<file path="src/rtl/rail_seq_pkg.sv">
package rail_seq_pkg;

   typedef enum logic [2:0] {
      ST_IDLE     = 3'd0,
      ST_CORE_SS  = 3'd1,
      ST_IO_UP    = 3'd2,
      ST_POR_WAIT = 3'd3,
      ST_RUN      = 3'd4
   } seq_state_t;

   // comparator flag positions in the synchronized vector
   localparam int FLG_VIN_SD   = 0;
   localparam int FLG_VIN_GOOD = 1;
   localparam int FLG_CORE     = 2;
   localparam int FLG_IO33     = 3;
   localparam int FLG_IO25     = 4;
   localparam int NUM_FLAGS    = 5;

   // secondary rail positions (match the inhibit port)
   localparam int SEC_LIN1  = 0;
   localparam int SEC_LIN2  = 1;
   localparam int SEC_5V    = 2;
   localparam int SEC_MOTOR = 3;
   localparam int NUM_SEC   = 4;

endpackage

</file>
<file path="src/rtl/rail_flag_sync.sv">
module rail_flag_sync #(
   parameter int WIDTH  = 5,
   parameter int STAGES = 2
) (
   input  logic             clk,
   input  logic             rst_n,
   input  logic [WIDTH-1:0] d,
   output logic [WIDTH-1:0] q
);
   if (STAGES < 2) begin : g_bad_stages
      $error("rail_flag_sync: STAGES must be at least 2");
   end
   if (WIDTH < 1) begin : g_bad_width
      $error("rail_flag_sync: WIDTH must be at least 1");
   end

   logic [WIDTH-1:0] chain [STAGES];

   for (genvar s = 0; s < STAGES; s++) begin : g_stage
      always_ff @(posedge clk or negedge rst_n) begin
         if (!rst_n) begin
            chain[s] <= '0;
         end else begin
            if (s == 0) chain[s] <= d;
            else        chain[s] <= chain[(s == 0) ? 0 : s-1];
         end
      end
   end

   assign q = chain[STAGES-1];
endmodule

</file>
<file path="src/rtl/rail_delay_timer.sv">
module rail_delay_timer #(
   parameter int SS_TICKS  = 8,
   parameter int POR_TICKS = 20
) (
   input  logic clk,
   input  logic rst_n,
   input  logic run,
   input  logic sel_por,
   output logic done
);
   if (SS_TICKS < 1 || POR_TICKS < 1) begin : g_bad_ticks
      $error("rail_delay_timer: tick counts must be at least 1");
   end

   localparam int MAXT = (SS_TICKS > POR_TICKS) ? SS_TICKS : POR_TICKS;
   localparam int CW   = (MAXT > 1) ? $clog2(MAXT) : 1;
   localparam logic [CW-1:0] LIM_SS  = CW'(SS_TICKS - 1);
   localparam logic [CW-1:0] LIM_POR = CW'(POR_TICKS - 1);

   logic [CW-1:0] cnt;
   logic [CW-1:0] limit;

   assign limit = sel_por ? LIM_POR : LIM_SS;
   assign done  = run && (cnt == limit);

   always_ff @(posedge clk or negedge rst_n) begin
      if (!rst_n) begin
         cnt <= '0;
      end else if (!run) begin
         cnt <= '0;
      end else if (cnt != limit) begin
         cnt <= cnt + 1'b1;
      end
   end
endmodule

</file>
<file path="src/rtl/rail_sec_gate.sv">
module rail_sec_gate
   import rail_seq_pkg::*;
#(
   parameter logic [NUM_SEC-1:0] NEEDS_5V = 4'b0011
) (
   input  logic               por_on,
   input  logic [NUM_SEC-1:0] inhibit,
   output logic [NUM_SEC-1:0] en
);
   if (NEEDS_5V[SEC_5V]) begin : g_bad_dep
      $error("rail_sec_gate: the 5 V rail cannot depend on itself");
   end

   logic [NUM_SEC-1:0] base;
   assign base = {NUM_SEC{por_on}} & ~inhibit;

   for (genvar i = 0; i < NUM_SEC; i++) begin : g_rail
      if (NEEDS_5V[i]) begin : g_dep
         assign en[i] = base[i] & base[SEC_5V];
      end else begin : g_free
         assign en[i] = base[i];
      end
   end
endmodule

</file>
<file path="src/rtl/rail_power_sequencer.sv">
module rail_power_sequencer
   import rail_seq_pkg::*;
#(
   parameter int SS_TICKS    = 8,
   parameter int POR_TICKS   = 20,
   parameter int SYNC_STAGES = 2
) (
   input  logic       clk,
   input  logic       rst_n,
   input  logic       vin_sd_ok,
   input  logic       vin_good_ok,
   input  logic       core_uv_ok,
   input  logic       io33_uv_ok,
   input  logic       io25_uv_ok,
   input  logic [3:0] inhibit,
   output logic       en_core,
   output logic       en_io33,
   output logic       en_io25,
   output logic       en_lin1,
   output logic       en_lin2,
   output logic       en_5v,
   output logic       en_motor,
   output logic       por_sense,
   output logic       pwr_good
);
   if (SYNC_STAGES < 2) begin : g_bad_sync
      $error("rail_power_sequencer: SYNC_STAGES must be at least 2");
   end

   logic [NUM_FLAGS-1:0] flags_raw;
   logic [NUM_FLAGS-1:0] flags_s;
   logic                 sd_ok, prim_ok, tmr_run, tmr_sel_por, tmr_done;
   logic [NUM_SEC-1:0]   sec_en;
   seq_state_t           state, state_nx;

   assign flags_raw[FLG_VIN_SD]   = vin_sd_ok;
   assign flags_raw[FLG_VIN_GOOD] = vin_good_ok;
   assign flags_raw[FLG_CORE]     = core_uv_ok;
   assign flags_raw[FLG_IO33]     = io33_uv_ok;
   assign flags_raw[FLG_IO25]     = io25_uv_ok;

   rail_flag_sync #(.WIDTH(NUM_FLAGS), .STAGES(SYNC_STAGES)) u_sync (
      .clk   (clk),
      .rst_n (rst_n),
      .d     (flags_raw),
      .q     (flags_s)
   );

   assign sd_ok   = flags_s[FLG_VIN_SD];
   assign prim_ok = flags_s[FLG_CORE] & flags_s[FLG_IO33] & flags_s[FLG_IO25];

   assign tmr_run     = (state == ST_CORE_SS) || (state == ST_POR_WAIT);
   assign tmr_sel_por = (state == ST_POR_WAIT);

   rail_delay_timer #(.SS_TICKS(SS_TICKS), .POR_TICKS(POR_TICKS)) u_timer (
      .clk     (clk),
      .rst_n   (rst_n),
      .run     (tmr_run),
      .sel_por (tmr_sel_por),
      .done    (tmr_done)
   );

   always_comb begin
      state_nx = state;
      if (!sd_ok) begin
         state_nx = ST_IDLE;
      end else begin
         unique case (state)
            ST_IDLE:     state_nx = ST_CORE_SS;
            ST_CORE_SS:  if (tmr_done && flags_s[FLG_CORE]) state_nx = ST_IO_UP;
            ST_IO_UP:    if (prim_ok) state_nx = ST_POR_WAIT;
            ST_POR_WAIT: begin
               if (!prim_ok)      state_nx = ST_IO_UP;
               else if (tmr_done) state_nx = ST_RUN;
            end
            ST_RUN:      if (!prim_ok) state_nx = ST_IO_UP;
            default:     state_nx = ST_IDLE;
         endcase
      end
   end

   always_ff @(posedge clk or negedge rst_n) begin
      if (!rst_n) state <= ST_IDLE;
      else        state <= state_nx;
   end

   assign en_core   = (state != ST_IDLE);
   assign en_io33   = (state == ST_IO_UP) || (state == ST_POR_WAIT) || (state == ST_RUN);
   assign en_io25   = en_io33;
   assign por_sense = (state == ST_RUN);
   assign pwr_good  = por_sense & flags_s[FLG_VIN_GOOD];

   rail_sec_gate u_sec (
      .por_on  (por_sense),
      .inhibit (inhibit),
      .en      (sec_en)
   );

   assign en_lin1  = sec_en[SEC_LIN1];
   assign en_lin2  = sec_en[SEC_LIN2];
   assign en_5v    = sec_en[SEC_5V];
   assign en_motor = sec_en[SEC_MOTOR];
endmodule

</file>
<file path="config.mk">
export PLATFORM = sky130hd
export DESIGN_NAME = rail_power_sequencer
export DESIGN_NICKNAME = d
export VERILOG_FILES = /design/src/rtl/rail_seq_pkg.sv /design/src/rtl/rail_flag_sync.sv /design/src/rtl/rail_delay_timer.sv /design/src/rtl/rail_sec_gate.sv /design/src/rtl/rail_power_sequencer.sv
export SDC_FILE = /design/constraint.sdc
export NUM_CORES = 1
export LEC_CHECK = 0
export ABC_AREA = 1
export BUFFER_PORTS_ARGS = -buffer_cell sky130_fd_sc_hd__buf_2
export CELL_PAD_IN_SITES_DETAIL_PLACEMENT = 0
export CELL_PAD_IN_SITES_GLOBAL_PLACEMENT = 1
export CORE_MARGIN = 2
export CORE_UTILIZATION = 32
export CTS_CLUSTER_DIAMETER = 80
export CTS_CLUSTER_SIZE = 28
export DETAILED_ROUTE_END_ITERATION = 8
export PLACE_DENSITY_LB_ADDON = 0.1
export SYNTH_ARGS = -nofsm -noshare
export SYNTH_HDL_FRONTEND = slang
export SYNTH_SLANG_ARGS = --single-unit
</file>
<file path="constraint.sdc">
create_clock -name clk -period 3.1 [get_ports clk]
set_input_delay 0 -clock clk [delete_from_list [all_inputs] [get_ports clk]]
set_output_delay 0 -clock clk [all_outputs]
set_load 0.02 [all_outputs]
</file>
After elaboration in Yosys (flattened, before gate mapping)

Index checks and enable logic that the tools add are counted.
Widths: inputs -> output; s select.

Bits in registers: 18
Input bits: 11
Output and inout bits: 9
Word-level logic and storage cells: 41

Add/sub/neg operators: 1
Eq/ne operators: 11
Multiplexer cells: 10
Bitwise operators: 7
Reduce and logical (&&, ||, !) cells: 8

Operator list:

| kind                | count |
|---|---|
| $mux 3              | 6 |
| $mux 5              | 3 |
| $pmux 3 s5          | 1 |
| $ne 3x3->1 const B  | 3 |
| $eq 3x2->1 const B  | 2 |
| $add 5x1->5 const B | 1 |
| $and 1x1->1         | 5 |
| $eq 5x5->1          | 1 |
| $ne 5x5->1          | 1 |
| $and 4x4->4         | 1 |
| $ne 4x4->1 const B  | 1 |
| $not 4->4           | 1 |
| $reduce_and 4->1    | 1 |
| $eq 3x1->1 const B  | 1 |
| $eq 3x3->1 const B  | 1 |
| $logic_not 3->1     | 1 |
| $logic_or 1x1->1    | 3 |
| $reduce_bool 3->1   | 1 |
| $logic_and 1x1->1   | 2 |
| $ne 2x2->1 const B  | 1 |

Depth between registers and ports, before layout

Depth in word-level cells: 8
Mapped depth: 11
Depth with buffers taken out: 11

By module

From an unflattened synthesis, not the netlist that was laid out.

Cell total of the unflattened synthesis: 116
Area, all modules: 938.4 µm²

By module, submodules not included:

| module               | instances | cells an instance | area each (µm²) | seq. area each (µm²) |
|---|---|---|---|---|
| rail_delay_timer     | 1         | 43                | 322.8           | 125.1 |
| rail_power_sequencer | 1         | 51                | 301.5           | 75.1 |
| rail_flag_sync       | 1         | 15                | 287.8           | 250.2 |
| rail_sec_gate        | 1         | 7                 | 26.3            | 0.0 |

Worst setup path after synthesis

Ideal clock, no wire load.

Path type: reg2out
Start point: register state[1]
End point: output port en_lin1
Arrival time: 1.422 ns
Slack: 1.678 ns
Cell stages (with the launch flop): 6
Path buffers: 0
Path through: dfrtp_1 -> nor2_1 -> nand2_1 -> nor2_1 -> inv_1 -> nor2_1

Cells in the longest elaborated chain, start to end: 3

Ends and longest elaborated chain:

| element                | line                       | source |
|---|---|---|
| from (decl)            | rail_power_sequencer.sv:34 | `seq_state_t state, state_nx;` |
| from (signal assigned) | rail_power_sequencer.sv:84 | `else state <= state_nx;` |
| $eq 3x3->1             | rail_power_sequencer.sv:90 | `assign por_sense = (state == ST_RUN);` |
| $and 4x4->4            | rail_sec_gate.sv:15        | `assign base = {NUM_SEC{por_on}} & ~inhibit;` |
| net en_5v              | rail_power_sequencer.sv:21 | `output logic en_5v,` |
| $and 1x1->1            | rail_sec_gate.sv:19        | `assign en[i] = base[i] & base[SEC_5V];` |
| to (decl)              | rail_power_sequencer.sv:19 | `output logic en_lin1,` |

The timed path passes the listed nets, and every way through them passes these cells.

Final worst setup path

Start point: register state[1]
End point: output port en_lin1

Cells in the longest elaborated chain, start to end: 3

Ends and longest elaborated chain:

| element     | line |
|---|---|
| $eq 3x3->1  | rail_power_sequencer.sv:90 |
| $and 4x4->4 | rail_sec_gate.sv:15 |
| $and 1x1->1 | rail_sec_gate.sv:19 |

Every way passes these cells.

==> impl_metrics.py <==
metrics = {
    "routing": {
        "wirelength_mm": 1.49,
        "drc": 0,
        "drt_first_pass_iters": 4,
        "ant_nets": 0,
        "vias_per_cell": 4.38,
        "vias": 661,
        "first_iter_violations": 8,
        "drt-wirelength-per-cell_um": 9.84,
    },
    "synth": {
        "synthFlopType": "dfrtp_1",
        "synth_top_area_frac": 0.545,
        "synth-async-reset-ratio": 1.00,
        "ys_types": 21,
        "netlist_area_sq_um": 827,
        "synth-seq-cells": 18,
        "synth-edff-count": 0,
        "yosysWarningCount": 0,
        "synth.top_cells.by_area": "dfrtp_1, nand2_1, nor2_1, inv_1, nand3_1",
        "synth-seq-area-share": 0.545,
        "syn-instance-count": 93,
        "syn-num-nets": 105,
        "synth_top_area_cell": "dfrtp_1",
        "yosys-top-cells-count": "dfrtp_1, nand2_1, nor2_1, inv_1, nand3_1",
        "synth.avg_cell_area_sq_um": 8.89,
    },
    "timing": {
        "skew_ns": 0.00263,
        "tns_ns": 0,
        "relSlewSlack": 0.742,
        "maxSlewViolCount": 0,
        "tightest_slew_ns": 0.387,
        "setup_violations": 0,
        "post-route-period-util": 0.494,
        "max_clock_freq_mhz": 653,
        "hold_viol": 0,
        "final.min_clock_period_ns": 1.53,
        "fin_hold_ws_ns": 0.150,
        "rsz0062_at_grt": "false",
    },
    "pwr": {
        "p_sw_mw": 0.297,
        "p_int_mw": 0.441,
        "swShare": 0.402,
        "pwr-share-seq": 0.413,
        "p_per_area_nw_per_um2": 704,
        "ir_worst_vdd_v": 0.000394,
        "leakage_nw": 0.536,
        "p_clk_frac": 0.196,
        "power_frac_comb": 0.392,
        "finalPower_mw": 0.738,
    },
    "job": {
        "max-cap-violations": 0,
    },
    "setup_path": {
        "r2r_slack_ns": 1.60,
        "rr_worst_depth": 9,
        "cpMostUsedCell": "nor2_1",
        "start_kind": "register",
        "path_class": "reg -> out",
        "cp_slowest_cell": "dfrtp_1",
        "endpoint_kind": "output pin",
        "r2r_end": "state[2]$_DFFE_PN0P_",
        "cp.required_ns": 3.10,
        "worstPathMaxFanout": 7,
        "cp.arrival_ns": 1.53,
        "r2r_start": "u_timer.cnt[0]$_DFFE_PN0P_",
        "cp_cell_sequence": "nor2_1 > nand2_1 > nor2_1 > inv_1 > nor2_1 > buf_2",
        "slowest_delay_ns": 0.47,
    },
    "clock_network": {
        "postCtsSetupBuffers": 0,
        "clock_sink_count": 18,
        "cts_buffer_depth": 2,
        "cts.reportedPaths.clkPinSlew_ns": 0.10,
        "clk_latency_ns": 0.29,
        "cts_tree": "yes",
        "numCtsBuffers": 3,
        "cts-root-buf": "clkbuf_4",
        "holdBufCountCts": 6,
        "h-tree-depth": 1,
        "post_cts_resized": 0,
    },
    "placement": {
        "place_hpwl_mm": 1.08,
        "gp_congestion": 0.770,
        "place_area_sq_um": 952,
        "port-buffer-count": 19,
    },
    "global_route": {
        "grt_use_total": 0.118,
        "antenna_found_initial": 0,
        "grt-ovfl-total": 0,
        "grt_pass1_wl_mm": 2.41,
        "grt_pass1_vias": 575,
        "grt_max_degree": 19,
    },
    "floorplanning": {
        "start_util": 0.337,
        "die-area_sq_um": 3010,
        "rows": 18,
        "die_y_um": 54.8,
        "die_w_um": 54.8,
        "io_pins": 20,
        "core_sq_um": 2450,
    },
    "finish": {
        "n_antenna_cell": 0,
        "stdcell_area_sq_um": 1050,
        "drive_above_1_share": 0.256,
        "fillCellCount": 247,
        "fin_util": 0.427,
        "fin_nets": 134,
        "areaGrowthSynthToFinish_pct": 26.8,
    },
    "hold_path": {
        "hp-class": "in -> async",
    },
    "run_status": {
        "status": "complete, no violations",
    },
}
metrics by stage:
stage	cells	setup slack (ns)
4_1_cts	151	1.54
5_1_grt	151	1.37
3_3_place_gp	141	1.63
6_report	151	1.57
2_1_floorplan	93	1.68
3_5_place_dp	141	1.63
registers in the layout (all words and copies together) (netlist names):
register / cells
u_sync.chain: 5
u_sync.q: 5
u_timer.cnt: 5
state: 3
critical path, delay by kind of cell (launching register included):
| family | cells | cell delay [ns] |
|---|---|---|
| AND/OR/NAND/NOR | 4 | 0.54 |
| flip-flops | 1 | 0.47 |
| buffers and inverters | 2 | 0.22 |
cell usage in the layout (no fill, tap or decap), drive strengths merged:
cell type    Yosys  layout
nand2           20      20
buf              1      19
dfrtp           18      18
nor2            18      18
inv             13      13
nand3           10      10
dlygate4sd3      0       6
a21oi            4       4
clkbuf           0       4
nor3b            2       2
o21ai            2       2
o211ai           1       1
xor2             1       1
xnor2            1       1
a21boi           1       1
ha               1       1
routing by layer:
metal / global-route usage / vias up / share of wire
met3: 0.0164 / 2 / 0.036
met2: 0.188 / 11 / 0.48
met1: 0.149 / 303 / 0.47
met4: 0.0750 / 0 / 0.013
met5: 0 / - / 0
li1: - / 345 / -
kinds of logic after synthesis:
kind of cell / synth area share
fa+ha+maj: 0.0151
simple gates: 0.287
flops: 0.545
buf+inv: 0.0681
compound gates: 0.0635
xor+xnor: 0.0212
layout make-up:
cell class                 instances  area, sq um  share of cell area
sequential                        18          450               0.430
tap                               30         37.5              0.0358
timing repair buffer              25          155               0.148
multi-input combinational         61          320               0.305
clock buffer                       4         36.3              0.0346
inverter                          13         48.8              0.0465
power groups by stage:
stage | combinational, mW | sequential (mW) | clock [mW]
floorplan | 0.221 | 0.301 | 0
global placement | 0.293 | 0.310 | 0
detailed placement | 0.287 | 0.310 | 0
CTS | 0.294 | 0.305 | 0.153
global route | 0.331 | 0.311 | 0.164
finish | 0.289 | 0.305 | 0.144
how the worst max path moves through the flow:
stage	startpoint	slack [ns]	to
6_report	state[1]$_DFFE_PN0P_	1.57	en_lin1
5_1_grt	state[1]$_DFFE_PN0P_	1.37	en_lin2
4_1_cts	state[1]$_DFFE_PN0P_	1.54	en_lin1
3_5_place_dp	u_timer.cnt[0]$_DFFE_PN0P_	1.63	state[2]$_DFFE_PN0P_
3_3_place_gp	u_timer.cnt[0]$_DFFE_PN0P_	1.63	state[2]$_DFFE_PN0P_
2_1_floorplan	state[1]$_DFFE_PN0P_	1.68	en_lin1
Note: power is estimated with default switching activity, not from simulation.
